[src/rtl/bus_rd_slave_pkg.sv]
package bus_rd_slave_pkg;

  typedef enum logic [1:0] {
    SZ_LONG = 2'b00,
    SZ_BYTE = 2'b01,
    SZ_WORD = 2'b10,
    SZ_LINE = 2'b11
  } xfer_size_e;

  typedef enum logic [1:0] {
    ST_IDLE = 2'd0,
    ST_WAIT = 2'd1,
    ST_ACK  = 2'd2
  } resp_state_e;

  // Initial content of array word i, one byte per lane.
  function automatic logic [31:0] fill_word(input int unsigned i);
    logic [7:0] v;
    v = i[7:0];
    return {v * 8'd7 + 8'd17, v ^ 8'hC3, v + 8'h40, ~v};
  endfunction

endpackage

[src/rtl/bus_rd_slave_decode.sv]
module bus_rd_slave_decode
  import bus_rd_slave_pkg::*;
#(
  parameter logic [31:0] BASE_ADDR = 32'h0000_1000,
  parameter int          WIN_BITS  = 6
) (
  input  logic [31:0] addr,
  input  xfer_size_e  size,
  output logic        hit,
  output logic        misaligned
);

  assign hit = (addr[31:WIN_BITS] == BASE_ADDR[31:WIN_BITS]);

  always_comb begin
    unique case (size)
      SZ_BYTE: misaligned = 1'b0;
      SZ_WORD: misaligned = addr[0];
      default: misaligned = |addr[1:0];
    endcase
  end

endmodule

[src/rtl/bus_rd_slave_rom.sv]
module bus_rd_slave_rom
  import bus_rd_slave_pkg::*;
#(
  parameter int IDX_W = 4,
  localparam int DEPTH = 1 << IDX_W
) (
  input  logic             clk,
  input  logic [IDX_W-1:0] raddr,
  output logic [31:0]      rdata
);

  logic [31:0] mem [DEPTH];

  initial begin
    for (int i = 0; i < DEPTH; i++) mem[i] = fill_word(i);
  end

  always_ff @(posedge clk) begin
    rdata <= mem[raddr];
  end

endmodule

[src/rtl/bus_rd_slave_lanes.sv]
module bus_rd_slave_lanes
  import bus_rd_slave_pkg::*;
(
  input  logic [31:0] word,
  input  logic [1:0]  offs,
  input  xfer_size_e  size,
  output logic [3:0]  lane_en,
  output logic [31:0] steered
);

  // lane_en[3] is bits 31..24 (offset 0), lane_en[0] is bits 7..0.
  always_comb begin
    unique case (size)
      SZ_BYTE: lane_en = 4'b1000 >> offs;
      SZ_WORD: lane_en = offs[1] ? 4'b0011 : 4'b1100;
      default: lane_en = 4'b1111;
    endcase
  end

  for (genvar g = 0; g < 4; g++) begin : g_lane
    assign steered[8*g +: 8] = lane_en[g] ? word[8*g +: 8] : 8'h00;
  end

endmodule

[src/rtl/bus_rd_slave_ctrl.sv]
module bus_rd_slave_ctrl
  import bus_rd_slave_pkg::*;
#(
  parameter int WAIT_STATES   = 1,
  parameter int IDX_W         = 4,
  parameter bit INHIBIT_BURST = 1'b1,
  localparam int CNT_W = (WAIT_STATES < 1) ? 1 : $clog2(WAIT_STATES + 1)
) (
  input  logic             clk,
  input  logic             rst,
  input  logic             ts,
  input  logic             rd,
  input  logic             hit,
  input  logic             misaligned,
  input  xfer_size_e       size_in,
  input  logic [IDX_W-1:0] bus_idx,
  input  logic [1:0]       bus_offs,
  input  logic [31:0]      steered,
  output logic [IDX_W-1:0] ram_idx,
  output logic [1:0]       offs_q,
  output xfer_size_e       size_q,
  output logic             ta,
  output logic             data_oe,
  output logic [31:0]      data_out,
  output logic             tbi,
  output logic             err
);

  resp_state_e      st_q;
  logic [CNT_W-1:0] cnt_q;
  logic [1:0]       beats_left_q;
  logic [1:0]       first_beats;
  logic [IDX_W-1:0] beat_idx_q;
  logic [IDX_W-1:0] next_idx;
  logic             line_q;
  logic             err_pend_q;
  logic             accept;

  assign accept   = (st_q == ST_IDLE) && ts && rd && hit;
  assign next_idx = {beat_idx_q[IDX_W-1:2], beat_idx_q[1:0] + 2'd1};

  // The parameter picks whether a line read becomes one beat or four.
  if (INHIBIT_BURST) begin : g_inhibit
    assign first_beats = 2'd0;
  end else begin : g_burst
    assign first_beats = (size_in == SZ_LINE) ? 2'd3 : 2'd0;
  end

  // The array address leads the beat by one cycle so its registered read lines up.
  always_comb begin
    if (st_q == ST_IDLE)                              ram_idx = bus_idx;
    else if (st_q == ST_ACK && beats_left_q != 2'd0)  ram_idx = next_idx;
    else                                              ram_idx = beat_idx_q;
  end

  always_ff @(posedge clk) begin
    if (rst) begin
      st_q         <= ST_IDLE;
      cnt_q        <= '0;
      beats_left_q <= 2'd0;
      beat_idx_q   <= '0;
      offs_q       <= 2'd0;
      size_q       <= SZ_LONG;
      line_q       <= 1'b0;
      err_pend_q   <= 1'b0;
      ta           <= 1'b0;
      data_oe      <= 1'b0;
      data_out     <= '0;
      tbi          <= 1'b0;
      err          <= 1'b0;
    end else begin
      unique case (st_q)
        ST_IDLE: begin
          if (accept) begin
            st_q         <= ST_WAIT;
            cnt_q        <= CNT_W'(WAIT_STATES);
            beats_left_q <= first_beats;
            beat_idx_q   <= bus_idx;
            offs_q       <= bus_offs;
            size_q       <= size_in;
            line_q       <= (size_in == SZ_LINE);
            err_pend_q   <= misaligned;
          end
        end
        ST_WAIT: begin
          if (cnt_q == '0) begin
            st_q     <= ST_ACK;
            ta       <= 1'b1;
            data_oe  <= 1'b1;
            data_out <= steered;
            tbi      <= line_q && INHIBIT_BURST;
            err      <= err_pend_q;
          end else begin
            cnt_q <= cnt_q - 1'b1;
          end
        end
        ST_ACK: begin
          ta       <= 1'b0;
          data_oe  <= 1'b0;
          data_out <= '0;
          tbi      <= 1'b0;
          err      <= 1'b0;
          if (beats_left_q != 2'd0) begin
            st_q         <= ST_WAIT;
            cnt_q        <= CNT_W'(WAIT_STATES);
            beats_left_q <= beats_left_q - 2'd1;
            beat_idx_q   <= next_idx;
          end else begin
            st_q <= ST_IDLE;
          end
        end
        default: st_q <= ST_IDLE;
      endcase
    end
  end

  p_ta_single_r3: assert property (@(posedge clk) disable iff (rst)
    ta |=> !ta);

  p_release_after_ta_r4: assert property (@(posedge clk) disable iff (rst)
    ta |=> !data_oe);

  p_tbi_with_ta_r5: assert property (@(posedge clk) disable iff (rst)
    tbi |-> ta);

  p_miss_ignored_r7: assert property (@(posedge clk) disable iff (rst)
    (st_q == ST_IDLE && ts && !(rd && hit)) |=> (st_q == ST_IDLE));

  p_err_with_ta_r9: assert property (@(posedge clk) disable iff (rst)
    err |-> ta);

endmodule

[src/rtl/bus_rd_slave.sv]
module bus_rd_slave
  import bus_rd_slave_pkg::*;
#(
  parameter logic [31:0] BASE_ADDR     = 32'h0000_1000,
  parameter int          WIN_BITS      = 6,
  parameter int          WAIT_STATES   = 1,
  parameter bit          INHIBIT_BURST = 1'b1,
  localparam int         IDX_W         = WIN_BITS - 2
) (
  input  logic        clk,
  input  logic        rst,
  input  logic        ts,
  input  logic        rd,
  input  logic [31:0] addr,
  input  logic [1:0]  siz,
  output logic [31:0] data_out,
  output logic        data_oe,
  output logic        ta,
  output logic        tbi,
  output logic        err
);

  xfer_size_e       size_in;
  xfer_size_e       size_q;
  logic             hit;
  logic             misaligned;
  logic [IDX_W-1:0] ram_idx;
  logic [1:0]       offs_q;
  logic [31:0]      rdata;
  logic [31:0]      steered;
  logic [3:0]       lane_en;

  assign size_in = xfer_size_e'(siz);

  bus_rd_slave_decode #(
    .BASE_ADDR (BASE_ADDR),
    .WIN_BITS  (WIN_BITS)
  ) u_decode (
    .addr       (addr),
    .size       (size_in),
    .hit        (hit),
    .misaligned (misaligned)
  );

  bus_rd_slave_rom #(
    .IDX_W (IDX_W)
  ) u_rom (
    .clk   (clk),
    .raddr (ram_idx),
    .rdata (rdata)
  );

  bus_rd_slave_lanes u_lanes (
    .word    (rdata),
    .offs    (offs_q),
    .size    (size_q),
    .lane_en (lane_en),
    .steered (steered)
  );

  bus_rd_slave_ctrl #(
    .WAIT_STATES   (WAIT_STATES),
    .IDX_W         (IDX_W),
    .INHIBIT_BURST (INHIBIT_BURST)
  ) u_ctrl (
    .clk        (clk),
    .rst        (rst),
    .ts         (ts),
    .rd         (rd),
    .hit        (hit),
    .misaligned (misaligned),
    .size_in    (size_in),
    .bus_idx    (addr[WIN_BITS-1:2]),
    .bus_offs   (addr[1:0]),
    .steered    (steered),
    .ram_idx    (ram_idx),
    .offs_q     (offs_q),
    .size_q     (size_q),
    .ta         (ta),
    .data_oe    (data_oe),
    .data_out   (data_out),
    .tbi        (tbi),
    .err        (err)
  );

  p_lane_count_r2: assert property (@(posedge clk) disable iff (rst)
    $rose(ta) |-> ($past(lane_en) inside {4'b0001, 4'b0010, 4'b0100, 4'b1000,
                                          4'b0011, 4'b1100, 4'b1111}));

endmodule

[config.mk]
export PLATFORM = sky130hd
export DESIGN_NAME = bus_rd_slave
export DESIGN_NICKNAME = d
export VERILOG_FILES = /design/src/rtl/bus_rd_slave_pkg.sv /design/src/rtl/bus_rd_slave_decode.sv /design/src/rtl/bus_rd_slave_rom.sv /design/src/rtl/bus_rd_slave_lanes.sv /design/src/rtl/bus_rd_slave_ctrl.sv /design/src/rtl/bus_rd_slave.sv
export SDC_FILE = /design/constraint.sdc
export NUM_CORES = 1
export LEC_CHECK = 0
export BUFFER_PORTS_ARGS = -buffer_cell sky130_fd_sc_hd__buf_4
export CORE_MARGIN = 8
export CORE_UTILIZATION = 52
export DETAILED_ROUTE_END_ITERATION = 10
export PLACE_DENSITY = 0.8
export SETUP_SLACK_MARGIN = 0.02
export SLEW_MARGIN = 40
export SYNTH_ARGS = -nofsm -noshare
export SYNTH_HDL_FRONTEND = slang
export SYNTH_SLANG_ARGS = --single-unit
[constraint.sdc]
create_clock -name clk -period 2.5 [get_ports clk]
set_input_delay 0.125 -clock clk [delete_from_list [all_inputs] [get_ports clk]]
set_output_delay 0.125 -clock clk [all_outputs]
set_load 0.03 [all_outputs]
==> summary.txt, run 1 <==
status: completed
ys async rst share: 0
Synth Area in Compound Gates: 0.2288
fin crit share: 0.9227
CP Data Required Time: 2690 ps
P_leak: 1.297 nW
grt total ovfl: 0
Fill cells: 449
Vias/cell: 5.652
CP Capture Type: flip-flop
area share of fa/ha/maj cells after synthesis: 0.05674
largest net degree at the start of global routing: 43
final net count: 410
Residual DRC: 0
Worst Tran Pin Value: 732.8 ps
synthesized area per cell: 8.705 sq um
Rel. slew slack: 0.5109
Worst-Skew Late Latency: 310 ps
post-CTS sizing: 0
First DRT Iteration DRCs: 203
Final Hold Fails: 0
final hold slack: 92.92 ps
port bufs: 67
I/O pin count: 74
Syn Inst Count: 304
Post-synth EDFFs: 0
routed wire length: 6.693 mm
first-pass GRT wire length: 11.18 mm
vias after detailed routing: 2436
mux contribution to synthesized area: 0.008038
htree depth: 2
setup TNS: 0 ps
count of cell types in the netlist: 53
Slew Limit Fails: 0
RePlAce Congestion: 0.8407
synthesized area: 0.002646 sq mm
largest family of logic cells by synthesized area: compound AO/OA/AOI/OAI gates
vias in the first global route: 2346
Hold-fix buffers, CTS: 0
Worst Path Arrival: 2500 ps
post-synthesis xor/xnor area fraction: 0.009929
CTS Buffer Depth: 2
Pre-Repair DR Iteration Count: 4
Die Ht: 87.34 microns
Post CTS Setup Buffer Count: 0
Global Route Usage Sum: 0.1821
DP Wirelength: 4.938 mm
number of clock sinks: 53
Die Wd: 87.34 microns
critical path class: reg2reg
Clk pin slew, worst setup/hold paths: 100 ps
primary flip-flop cell chosen by synthesis mapping: dfxtp_1
Fmax: 433.5 MHz
hold crit path type: in2reg
Worst Path Max Fanout: 7
fin cells: 431
Synth Area in Simple Gates: 0.2052
# diodes: 0
Final Skew: 6.262 ps
placed cells: 423
Synth warnings: 0
maximum vdd drop: 0.3055 mV
max-cap violations: 0
die area: 0.007627 sq mm
#FFs+latches synth: 53
Initial Util: 0.5282
Area growth syn-to-layout: 22.36%
sequential-to-total area share from yosys stat: 0.4009
Finish-stage setup viols: 0
CTS tree: built
root buf cell: clkbuf_8
Final min period: 2307 ps
initial antenna violation count: 0
Power per Cell Area: 781.0 mW/mm^2
Rows: 26
Avg WL per Cell: 15.53 microns
ratio of cells with drive above 1 in the final layout: 0.2493
CP startpoint kind: flip-flop
RSZ-0062 raised after global routing: no
antenna-violating nets left: 0
Core Area: 0.005010 sq mm
CTS buffer count: 5
[per-layer routing]
| layer | wire, microns | vias to the layer above | GRT usage |
|---|---|---|---|
| met5 | 0 | - | 0 |
| met4 | 81 | 0 | 0.04844 |
| met3 | 380 | 7 | 0.04057 |
| met2 | 3290 | 76 | 0.3044 |
| met1 | 2940 | 1158 | 0.2276 |
| li1 | - | 1195 | - |
[where the power goes]
part	leakage, nW	internal (mW)	switching [mW]
combinational	0.809	0.336	0.545
clock	0.0554	0.301	0.283
sequential	0.432	0.990	0.0742
[state kept, by name, summed over array words and instances (netlist names)]
register             cells
u_ctrl.ta                1
u_ctrl.err_pend_q        1
u_ctrl.size_q            2
u_ctrl.cnt_q             1
u_ctrl.st_q              2
u_rom.rdata             13
u_ctrl.data_out         22
u_ctrl.beats_left_q      2
u_ctrl.tbi               1
u_ctrl.line_q            1
u_ctrl.offs_q            2
u_ctrl.beat_idx_q        4
u_ctrl.err               1
[cells by family after synthesis]
kind of cell	count (synthesis)
AOI/OAI and AO/OA	94
and+or+nand+nor	93
DFF	53
buffers and inverters	46
adders and majority gates	12
xor gates and xnor gates	3
muxes	2
other	1
[stage by stage]
stage	total power [mW]	setup slack (ps)	utilization	cell area, sq um
after floorplan	1.686	416.1	-	2665
after global placement	1.944	171.2	0.6231	3122
after detailed placement	1.957	226.7	0.6236	3124
after CTS	2.531	214.7	0.6459	3236
after global routing	2.666	25.95	0.6464	3238
final	2.529	193.4	0.6464	3238
[critical path, stage by stage (launching register included)]
cell	delay, ps
dfxtp_1	360
inv_1	90
ha_1	290
nand2b_1	290
xnor2_1	350
o21a_1	240
ha_1	260
o211ai_1	200
o211ai_1	110
[cell usage after synthesis (4+ instances only)]
library cell,n,share of area
a21oi_1,32,0.061
a22oi_1,4,0.011
a32oi_1,6,0.020
buf_2,4,0.0076
buf_4,13,0.037
clkbuf_1,7,0.0099
dfxtp_1,53,0.40
ha_1,12,0.057
inv_1,17,0.024
nand2_1,23,0.033
nand2b_1,6,0.014
nand3_1,11,0.021
nor2_1,18,0.026
nor3_1,5,0.0095
nor3b_1,6,0.017
o211ai_1,12,0.034
o21ai_0,18,0.034
[layout make-up]
type                       count  area, sq um  share of cell area
multi-input combinational    210         1374              0.4243
sequential                    53         1061              0.3277
tap                           70        87.58             0.02705
inverter                      19        71.32             0.02202
clock buffer                   6        72.57             0.02241
clock inverter                 2        38.79             0.01198
timing repair buffer          71        533.0              0.1646
[layout by cell type, fill, tap and decap left out, types with 11 or more instances in the layout]
| master | n |
|---|---|
| nand3_1 | 11 |
| nand2_1 | 23 |
| buf_4 | 71 |
| inv_1 | 17 |
| dfxtp_1 | 53 |
| nor2_1 | 17 |
| a21oi_1 | 32 |
| o21ai_0 | 18 |
| ha_1 | 11 |
| o211ai_1 | 12 |
[path summary, 6_finish.rpt]
check        slack, ps  depth (start not counted)                                 to                           startpoint
max                190                          8            u_rom.rdata[27]$_DFF_P_  u_ctrl.beats_left_q[0]$_SDFFE_PP0P_
min                 90                          3  u_ctrl.beat_idx_q[2]$_SDFFE_PP0P_                              addr[4]
max reg2reg        190                          8            u_rom.rdata[27]$_DFF_P_  u_ctrl.beats_left_q[0]$_SDFFE_PP0P_
min reg2reg        460                          2   u_ctrl.data_out[27]$_SDFFE_PP0P_     u_ctrl.data_out[27]$_SDFFE_PP0P_
Power figures use the tool's default switching activity.
==> run 2: changes to the inputs <==
SETUP_SLACK_MARGIN = 0.3   (was 0.02)
==> summary.txt, run 2 (same netlist as run 1, synthesis figures left out) <==
antenna-violating nets left: 0 (unchanged)
Vias/cell: 5.633 (-0.33%)
commonest non-fill, non-tap cell in the layout: buf_4
M1 WL: 2.871 mm (-2.3%)
root buf cell: clkbuf_8
CP Data Required Time: 2740 ps (+50 ps)
routed wire length: 6.711 mm (+0.27%)
WL met2: 3.351 mm (+1.9%)
fin crit share: 0.8955 (-0.02712)
critical path class: reg2reg
Global Route Usage Sum: 0.1820 (about the same)
Core Area: 0.005010 sq mm (unchanged)
status: completed
I/O pin count: 74 (unchanged)
setup TNS: 0 ps (unchanged)
fin cells: 431 (unchanged)
ratio of cells with drive above 1 in the final layout: 0.2632 (+0.01385)
max FFs per register: 22 (unchanged)
first-pass GRT wire length: 11.17 mm (about the same)
Largest Register: u_ctrl.data_out
Post-Layout Inst Area: 0.003279 sq mm (+1.3%)
Final min period: 2239 ps (-67.81 ps)
Area growth syn-to-layout: 23.92%
First DRT Iteration DRCs: 183 (-9.9%)
Rows: 26 (unchanged)
vias after detailed routing: 2428 (-0.33%)
Power per Cell Area: 775.4 mW/mm^2 (-0.72%)
# diodes: 0 (unchanged)
CP Capture Type: flip-flop
CTS buffer count: 5 (unchanged)
Fmax: 446.7 MHz (+3.0%)
final net count: 410 (unchanged)
RSZ-0062 raised after global routing: yes
CTS tree: built
maximum vdd drop: 0.3065 mV (+0.32%)
initial antenna violation count: 0 (unchanged)
RePlAce Congestion: 0.8407 (unchanged)
Worst Path Arrival: 2480 ps (-20 ps)
Slew Limit Fails: 0 (unchanged)
Tot Pwr: 2.543 mW (+0.55%)
Finish-stage setup viols: 0 (unchanged)
Clk pin slew, worst setup/hold paths: 100 ps (about the same)
met3 WL: 406 microns (+6.8%)
Hold-fix buffers, CTS: 0 (unchanged)
placed cells: 423 (unchanged)
Multi-input gate area: 0.001414 sq mm (+2.9%)
number of clock sinks: 53 (unchanged)
grt total ovfl: 0 (unchanged)
max-cap violations: 0 (unchanged)
Avg WL per Cell: 15.57 microns (+0.27%)
Final Hold Fails: 0 (unchanged)
largest net degree at the start of global routing: 43 (unchanged)
register area: 0.001062 sq mm (+0.12%)
htree depth: 2 (unchanged)
Die Ht: 87.34 microns (unchanged)
leading registers by flop count: u_ctrl.data_out (22), u_rom.rdata (13), u_ctrl.beat_idx_q (4)
Residual DRC: 0 (unchanged)
Worst Path Max Fanout: 29 (+22)
most frequent cells in the layout: buf_4 (71), dfxtp_1 (52), a21oi_1 (32)
CTS Buffer Depth: 2 (unchanged)
Initial Util: 0.5282 (unchanged)
vias in the first global route: 2347 (+0.043%)
Fill cells: 446 (-0.67%)
CP startpoint kind: flip-flop
P_leak: 1.311 nW (+1.0%)
die area: 0.007627 sq mm (unchanged)
Worst Tran Pin Value: 597.2 ps (-135.6 ps)
Final Skew: 5.879 ps (-0.3831 ps)
final hold slack: 94.05 ps (+1.133 ps)
hold crit path type: in2reg
Worst-Skew Late Latency: 300 ps (about the same)
Die Wd: 87.34 microns (unchanged)
placed cell area: 0.003124 sq mm (unchanged)
DP Wirelength: 4.938 mm (unchanged)
top layer in use: met4
Pre-Repair DR Iteration Count: 5 (+1)
port bufs: 67 (unchanged)
Rel. slew slack: 0.6007 (+0.08976)
run 2: cell counts in the layout (fill, tap and decap cells not counted):
No cell type changed its count.
run 2: cell type report:
type / instances / area share
Sequential cell: 53 / 0.3239
Multi-Input combinational cell: 210 / 0.4311
Inverter: 19 / 0.02175
Clock buffer: 6 / 0.02213
Timing Repair Buffer: 71 / 0.1625
Tap cell: 70 / 0.02671
Clock inverter: 2 / 0.01183
run 2: critical path: stages (launching register included):
cell and delay [ps]:
dfxtp_1 430, inv_1 160, ha_1 320, a21bo_2 250, buf_4 230, nor3b_1 450
o21ai_0 170, a21oi_1 160
run 2: final timing paths:
check	from	end	slack (ps)	cells past startpoint
worst min register to register	u_ctrl.data_out[27]$_SDFFE_PP0P_	u_ctrl.data_out[27]$_SDFFE_PP0P_	460	2
worst min-delay path	addr[4]	u_ctrl.beat_idx_q[2]$_SDFFE_PP0P_	90	3
worst max register to register	u_ctrl.st_q[0]$_SDFFE_PP0P_	u_ctrl.data_out[24]$_SDFFE_PP0P_	260	7
worst max-delay path	u_ctrl.st_q[0]$_SDFFE_PP0P_	u_ctrl.data_out[24]$_SDFFE_PP0P_	260	7
run 2: repair_timing:
action	CTS	global route
pin swaps	0	1
endpoints found under the setup margin	2	5
hold endpoints to repair	0	0
gates cloned	0	0
setup buffers	0	0
gates resized for setup	3	7
run 2: power by group:
part           leakage [nW]  internal [mW]  total (mW)  switching (mW)
Combinational         0.822          0.344       0.897           0.553
Sequential            0.433          0.990        1.06          0.0746
Clock                0.0554          0.301       0.581           0.280
run 2: routing by layer:
metal	GRT usage	up-vias
met5	0	-
met4	0.04844	0
met3	0.04057	7
met2	0.3044	75
met1	0.2273	1151
li1	-	1195
run 2: stage by stage:
stage	setup slack, ps	util
after detailed placement	226.7	0.6236
final	261.2	0.6546
after global routing	190.6	0.6546
after global placement	171.2	0.6231
after CTS	306.6	0.6479
after floorplan	416.1	-
